===== src/rtl/wfs_pkg.sv =====
`timescale 1ns/1ps
package wfs_pkg;
  // How an armed deadline reacts when it is already pending
  typedef enum logic {
    UPD_EXTEND = 1'b0,  // push the deadline later by the extension amount
    UPD_KEEP   = 1'b1   // leave the pending deadline untouched
  } upd_mode_e;
endpackage


===== src/rtl/deadline_timer.sv =====
`timescale 1ns/1ps
module deadline_timer #(
  parameter int                 CNT_W = 12,
  parameter wfs_pkg::upd_mode_e MODE  = wfs_pkg::UPD_EXTEND
) (
  input  logic             clk,
  input  logic             rst,
  input  logic             arm,
  input  logic [CNT_W-1:0] load_val,
  input  logic [CNT_W-1:0] ext_val,
  output logic [CNT_W-1:0] cnt_o,
  output logic             pending_o,
  output logic             fire_o
);
  localparam logic [CNT_W-1:0] IDLE = {CNT_W{1'b1}};
  localparam logic [CNT_W-1:0] SAT  = IDLE - CNT_W'(1);
  localparam logic [CNT_W-1:0] ONE  = CNT_W'(1);

  logic [CNT_W-1:0] cnt_q;
  logic             idle;
  logic             do_ext;
  logic [CNT_W:0]   ext_sum;
  logic [CNT_W-1:0] ext_sat;

  assign idle    = (cnt_q == IDLE);
  assign do_ext  = arm && !idle && (MODE == wfs_pkg::UPD_EXTEND);
  assign ext_sum = {1'b0, cnt_q} - (CNT_W+1)'(1) + {1'b0, ext_val};
  assign ext_sat = (ext_sum >= {1'b0, IDLE}) ? SAT : ext_sum[CNT_W-1:0];

  assign fire_o    = !idle && (cnt_q == ONE) && !do_ext;
  assign pending_o = !idle;
  assign cnt_o     = cnt_q;

  always_ff @(posedge clk) begin
    if (rst) begin
      cnt_q <= IDLE;
    end else if (arm && idle) begin
      cnt_q <= load_val;
    end else if (do_ext) begin
      cnt_q <= ext_sat;
    end else if (fire_o) begin
      cnt_q <= IDLE;
    end else if (!idle) begin
      cnt_q <= cnt_q - ONE;
    end
  end

  // An armed timer that is not firing this edge is pending afterwards
  assert_armed_pending_R6 : assert property (@(posedge clk) disable iff (rst)
    (arm && cnt_q != ONE) |=> (cnt_q != IDLE));

  generate
    if (MODE == wfs_pkg::UPD_EXTEND) begin : g_ext_chk
      // A write during a pending fall never pulls the deadline earlier
      assert_extend_grows_R4 : assert property (@(posedge clk) disable iff (rst)
        (arm && cnt_q != IDLE) |=> (cnt_q >= $past(cnt_q)));
    end else begin : g_keep_chk
      // A write during a pending rise leaves the countdown on course
      assert_rise_kept_R5 : assert property (@(posedge clk) disable iff (rst)
        (arm && cnt_q != IDLE && cnt_q != ONE) |=> (cnt_q == $past(cnt_q) - ONE));
    end
  endgenerate
endmodule


===== src/rtl/flag_stage.sv =====
`timescale 1ns/1ps
module flag_stage #(
  parameter int CNT_W    = 12,
  parameter bit HAS_RISE = 1'b1,
  parameter int RISE_T   = 60,
  parameter int HIGH_T   = 160
) (
  input  logic clk,
  input  logic rst,
  input  logic arm,
  output logic flag_o
);
  localparam logic [CNT_W-1:0] IDLE   = {CNT_W{1'b1}};
  localparam logic [CNT_W-1:0] SAT    = IDLE - CNT_W'(1);
  localparam logic [CNT_W-1:0] HIGH_V = CNT_W'(HIGH_T);

  logic             rise_evt;
  logic             fall_evt;
  logic             off_pending;
  logic [CNT_W-1:0] off_load;
  logic [CNT_W-1:0] off_cnt;
  logic             flag_q;

  generate
    if (HAS_RISE) begin : g_rise
      localparam logic [CNT_W-1:0] RISE_V  = CNT_W'(RISE_T);
      localparam logic [CNT_W-1:0] FIRST_V = CNT_W'(RISE_T + HIGH_T);
      logic [CNT_W-1:0] rise_cnt;
      logic             rise_pending;
      logic [CNT_W:0]   chain_sum;

      deadline_timer #(.CNT_W(CNT_W), .MODE(wfs_pkg::UPD_KEEP)) u_rise (
        .clk       (clk),
        .rst       (rst),
        .arm       (arm),
        .load_val  (RISE_V),
        .ext_val   (RISE_V),
        .cnt_o     (rise_cnt),
        .pending_o (rise_pending),
        .fire_o    (rise_evt)
      );

      // Fall is scheduled relative to the rise that will actually occur
      assign chain_sum = {1'b0, rise_cnt} - (CNT_W+1)'(1) + {1'b0, HIGH_V};
      always_comb begin
        if (!rise_pending)              off_load = FIRST_V;
        else if (chain_sum >= {1'b0, IDLE}) off_load = SAT;
        else                            off_load = chain_sum[CNT_W-1:0];
      end
    end else begin : g_now
      assign rise_evt = arm;
      assign off_load = HIGH_V;
    end
  endgenerate

  deadline_timer #(.CNT_W(CNT_W), .MODE(wfs_pkg::UPD_EXTEND)) u_fall (
    .clk       (clk),
    .rst       (rst),
    .arm       (arm),
    .load_val  (off_load),
    .ext_val   (HIGH_V),
    .cnt_o     (off_cnt),
    .pending_o (off_pending),
    .fire_o    (fall_evt)
  );

  // Rise applied first, fall last: a coincident pair leaves the flag low
  always_ff @(posedge clk) begin
    if (rst) begin
      flag_q <= 1'b0;
    end else begin
      if (rise_evt) flag_q <= 1'b1;
      if (fall_evt) flag_q <= 1'b0;
    end
  end

  assign flag_o = flag_q;

  // A high flag always has a fall scheduled
  assert_flag_has_fall_R2 : assert property (@(posedge clk) disable iff (rst)
    flag_q |-> off_pending);

  // A flag only rises from its own rise event, never spontaneously
  assert_rise_from_event_R8 : assert property (@(posedge clk) disable iff (rst)
    $rose(flag_q) |-> $past(rise_evt));

  // A flag only drops when its fall deadline expires
  assert_fall_from_deadline_R9 : assert property (@(posedge clk) disable iff (rst)
    $fell(flag_q) |-> $past(fall_evt));

  // The fall counter never holds the idle code while the flag is high
  assert_fall_not_idle_R6 : assert property (@(posedge clk) disable iff (rst)
    flag_q |-> (off_cnt != IDLE));
endmodule


===== src/rtl/bus_wfifo_status.sv =====
`timescale 1ns/1ps
module bus_wfifo_status #(
  parameter int STATUS_W   = 32,
  parameter int CNT_W      = 12,
  parameter int POS_IN     = 5,
  parameter int POS_MID    = 4,
  parameter int POS_OUT    = 0,
  parameter int T_IN_HIGH  = 60,
  parameter int T_MID_RISE = 60,
  parameter int T_MID_HIGH = 160,
  parameter int T_OUT_RISE = 120,
  parameter int T_OUT_HIGH = 420
) (
  input  logic                clk,
  input  logic                rst,
  input  logic                bus_wr_i,
  output logic [STATUS_W-1:0] status_o
);
  localparam int NUM_FLAGS = 3;
  localparam logic [STATUS_W-1:0] FLAG_MASK =
    (STATUS_W'(1) << POS_IN) | (STATUS_W'(1) << POS_MID) | (STATUS_W'(1) << POS_OUT);

  logic [NUM_FLAGS-1:0] flags;

  flag_stage #(.CNT_W(CNT_W), .HAS_RISE(1'b0), .RISE_T(0), .HIGH_T(T_IN_HIGH)) u_in (
    .clk (clk), .rst (rst), .arm (bus_wr_i), .flag_o (flags[0])
  );

  flag_stage #(.CNT_W(CNT_W), .HAS_RISE(1'b1), .RISE_T(T_MID_RISE), .HIGH_T(T_MID_HIGH)) u_mid (
    .clk (clk), .rst (rst), .arm (bus_wr_i), .flag_o (flags[1])
  );

  flag_stage #(.CNT_W(CNT_W), .HAS_RISE(1'b1), .RISE_T(T_OUT_RISE), .HIGH_T(T_OUT_HIGH)) u_out (
    .clk (clk), .rst (rst), .arm (bus_wr_i), .flag_o (flags[2])
  );

  always_comb begin
    status_o          = '0;
    status_o[POS_IN]  = flags[0];
    status_o[POS_MID] = flags[1];
    status_o[POS_OUT] = flags[2];
  end

  // A write sets the input flag on the same edge
  assert_in_flag_on_write_R1 : assert property (@(posedge clk) disable iff (rst)
    bus_wr_i |=> status_o[POS_IN]);

  // No write activity while every flag is low keeps the word clear
  assert_quiet_stays_clear_R9 : assert property (@(posedge clk) disable iff (rst)
    (status_o == '0 && !bus_wr_i && $past(status_o) == '0 && !$past(bus_wr_i))
      |=> ((status_o & ~FLAG_MASK) == '0));
endmodule


===== config.mk =====
export PLATFORM = sky130hd
export DESIGN_NAME = bus_wfifo_status
export DESIGN_NICKNAME = d
export VERILOG_FILES = /design/src/rtl/wfs_pkg.sv /design/src/rtl/deadline_timer.sv /design/src/rtl/flag_stage.sv /design/src/rtl/bus_wfifo_status.sv
export SDC_FILE = /design/constraint.sdc
export NUM_CORES = 1
export LEC_CHECK = 0
export BUFFER_PORTS_ARGS = -buffer_cell sky130_fd_sc_hd__clkbuf_2
export CAP_MARGIN = 40
export CORE_MARGIN = 2
export CORE_UTILIZATION = 55
export CTS_CLUSTER_SIZE = 12
export DETAILED_ROUTE_END_ITERATION = 8
export GPL_ROUTABILITY_DRIVEN = 0
export PLACE_DENSITY_LB_ADDON = 0.2
export SLEW_MARGIN = 20
export SYNTH_ARGS = -nofsm -noshare
export SYNTH_HDL_FRONTEND = slang
export SYNTH_SLANG_ARGS = --single-unit

===== constraint.sdc =====
create_clock -name clk -period 2.48 [get_ports clk]
set_input_delay 0.124 -clock clk [delete_from_list [all_inputs] [get_ports clk]]
set_output_delay 0.124 -clock clk [all_outputs]
set_load 0.1 [all_outputs]

==> results.yml <==
final_layout:
  fin_area_mm2: 0.006210
  num-nets-final: 790
  drive_gt1_share_pct: 16.80
  antenna_cells: 0
  utilization_pct: 61.25
  areaGrowthSynthToFinish_pct: 9.801
synthesis:
  synth-edff-count: 0
  syn_avg_cell_area_um2: 7.491
  synth_top_family_by_area: "simple AND/OR/NAND/NOR gates"
  yosysSeqAreaShare_pct: 22.30
  yosysWarningCount: 0
  synthSimpleGateAreaFrac_pct: 29.16
  synth_seq_cells: 63
  yosysTopAreaCell: "dfxtp_1"
  synth-adder-area-share_pct: 4.181
  synth_top_cell_area_share_pct: 22.30
  synthMuxAreaShare_pct: 0.7080
  synth_compound_area_share_pct: 22.35
  synth.area.top_cells: "dfxtp_1 (22%), xnor2_1 (5.0%), xor2_1 (5.0%)"
  synth.distinct_cells: 85
  synthesis.area_mm2: 0.005655
  synth_commonest_cells: "nand2_1 (73), nor2_1 (71), dfxtp_1 (63)"
  synth_most_common_cell: "nand2_1"
  async_flop_share_pct: 0
  syn_inst: 755
  ys.flop_type: "dfxtp_1"
  synth_xor_area_share_pct: 9.912
power_and_ir_drop:
  peakVddDrop_mv: 0.5842
  p_per_area_mw_per_mm2: 1182
  p_leak_nw: 2.404
sta:
  finalMaxSlewViolations: 0
  slew_headroom_pct: 49.17
  max_freq_ghz: 0.4201
  tns_ns: 0
  worstMarginPinSlew_ns: 0.7596
  setup_slack_ns: 0.09937
  hold_slack_ns: 0.3666
  final.period_utilization_pct: 95.99
  finClkSkew_ns: 0.01104
  setup_viol: 0
  fin_crit_ns: 2.381
  hold_viol_final: 0
critical_path:
  arrival_ns: 2.62
  r2r_start: "u_mid.g_rise.u_rise.cnt_o[2]$_SDFFE_PP1P_"
  worstPathRequired_ns: 2.72
  rrSetupSlack_ns: 0.1
  regToRegEndpoint: "u_mid.u_fall.cnt_o[0]$_SDFFE_PP1P_"
  crit_path_frequent_cell: "nor4_1"
  critPathSlowestCell: "or4b_1"
  r2r_cells: 7
  crit_type: "reg2reg"
  slowest_delay_ns: 0.52
  start_kind: "flop"
  cp-end-kind: "flop"
  crit_chain: "nand2_1 -> nor4_1 -> a21oi_1 -> or4b_1 -> a2111oi_4 -> nor4_1 -> or3_1"
  worstPathMaxFanout: 7
cts:
  cts_hold_buf: 0
  htreeDepth: 3
  cts.clk_slew.worst_paths_ns: 0.08
  cts_made_buffers: 9
  cts.sinks: 63
  cts_root_buf: "clkbuf_8"
  cts_tree: "done"
  cts_buffer_depth: 2
  clk-insertion-delay-late_ns: 0.35
place:
  place_hpwl_um: 10600
  place_area_mm2: 0.005862
  post-place-ws_ns: -0.06577
  port_buffers: 5
floorplanning:
  num_io_pins: 35
  die-width_um: 105.4
  die_h_um: 105.4
  rows: 37
  dieArea_mm2: 0.01111
  coreArea_mm2: 0.01014
  initial_core_util_pct: 55.78
drt:
  wl_met2_um: 6965
  wl_um: 14610
  maxUsedRoutingLayer: "met4"
  wl_met1_um: 6454
  antenna_left: 0
  drt_pre_antenna_iters: 5
  dr_wl_met3_um: 836
  vias_per_cell: 6.173
  drt_iter0_drc: 435
  routed-via-count: 5617
  drc: 0
  avgRoutedWirePerCell_um: 16.05
global_routing:
  grt_pass1_vias: 5126
  grt.overflow.total: 0
  antenna_found_initial: 0
  grt_max_degree: 27
  grt_pass1_wl_um: 24740
  track_usage_pct: 26.80
min_path:
  hold_path_end: "u_in.flag_o$_SDFFE_PP0P_"
  hp-class: "in2reg"
  min_path_cells: 3
  hp-start: "bus_wr_i"
run:
  maxCapViolCount: 0
status:
  status: "complete, no violations"
[per-layer routing]
layer	track usage, %	up-vias
li1	-	2689
met1	35.95	2687
met2	44.10	212
met3	3.401	29
met4	9.714	0
met5	0	-
[cell families (layout without fill, tap and decap cells)]
kind of cell    Yosys count  in the layout
simple gates            308            308
flops                    63             63
fa+ha+maj                19             19
compound gates          181            181
buf+inv                 115            106
xor+xnor                 64             64
other cells               1             29
mux                       4              4
[worst max-delay path by stage]
stage                                                    from  cells after the start                                  to  slack [ns]
floorplan           u_mid.g_rise.u_rise.cnt_o[0]$_SDFFE_PP1P_                     11  u_mid.u_fall.cnt_o[0]$_SDFFE_PP1P_       -0.06
global placement           u_out.u_fall.cnt_o[0]$_SDFFE_PP1P_                      8  u_out.u_fall.cnt_o[1]$_SDFFE_PP1P_        0.06
detailed placement         u_out.u_fall.cnt_o[0]$_SDFFE_PP1P_                      8  u_out.u_fall.cnt_o[2]$_SDFFE_PP1P_       -0.07
CTS                 u_mid.g_rise.u_rise.cnt_o[1]$_SDFFE_PP1P_                      8  u_mid.u_fall.cnt_o[0]$_SDFFE_PP1P_       0.003
global route        u_mid.g_rise.u_rise.cnt_o[2]$_SDFFE_PP1P_                      7  u_mid.u_fall.cnt_o[0]$_SDFFE_PP1P_       -0.02
finish              u_mid.g_rise.u_rise.cnt_o[2]$_SDFFE_PP1P_                      7  u_mid.u_fall.cnt_o[0]$_SDFFE_PP1P_         0.1
[registers in the layout, summed over array words and instances, names as in the netlist]
signal,flops
u_in.flag_o,1
u_in.u_fall.cnt_o,12
u_mid.flag_o,1
u_mid.g_rise.u_rise.cnt_o,12
u_mid.u_fall.cnt_o,12
u_out.flag_o,1
u_out.g_rise.u_rise.cnt_o,12
u_out.u_fall.cnt_o,12
[placed cells by master (no fill, tap or decap), types with 4 or more instances in the layout]
cell and n:
a21oi_1 31, a22oi_1 5, a311o_1 4, a31oi_1 16, and3_1 6, and4b_1 5, buf_4 65, clkbuf_2 5
clkbuf_8 10, conb_1 29, dfxtp_1 59, ha_1 16, inv_1 20, mux2i_1 4, nand2_1 72, nand2b_1 8
nand3_1 37, nand3b_1 6, nand4_1 6, nor2_1 71, nor2b_1 5, nor3_1 24, nor4_1 14, nor4b_1 4
o2111ai_1 5, o211ai_1 11, o21ai_0 42, o221ai_1 5, o311ai_1 4, o31ai_1 8, or2_2 4, or3_1 10
xnor2_1 32, xor2_1 32
[layout make-up]
| class | instances | area [um^2] |
|---|---|---|
| clock inverter | 6 | 115.1 |
| timing repair buffer | 70 | 513.0 |
| clock buffer | 10 | 137.6 |
| tap | 136 | 170.2 |
| inverter | 20 | 75.07 |
| fill | 899 | 3929 |
| sequential | 63 | 1271 |
| multi-input combinational | 605 | 3928 |
[per-stage QoR]
stage	instances	power [mW]
after floorplan	783	4.914
after global placement	891	5.916
after detailed placement	891	6.019
after CTS	907	7.204
after global routing	910	7.912
final	910	7.338
[power by group]
| group | switching, mW | internal, mW |
|---|---|---|
| registers | 0.473 | 1.33 |
| clock network | 0.448 | 0.702 |
| logic | 2.54 | 1.85 |
[worst max-delay path: cells and delay by family (launching register included)]
kind / cells / cell delay, ns
simple gates: 5 / 1.34
compound gates: 2 / 0.50
flops: 1 / 0.44
[what timing repair did]
item,CTS,global route
buffers inserted,0,3
pin swaps,1,2
resized for setup,2,20
endpoints found under the setup margin,4,25
endpoints found under the hold margin,0,0
No activity file was read; power rests on OpenSTA's default activity.
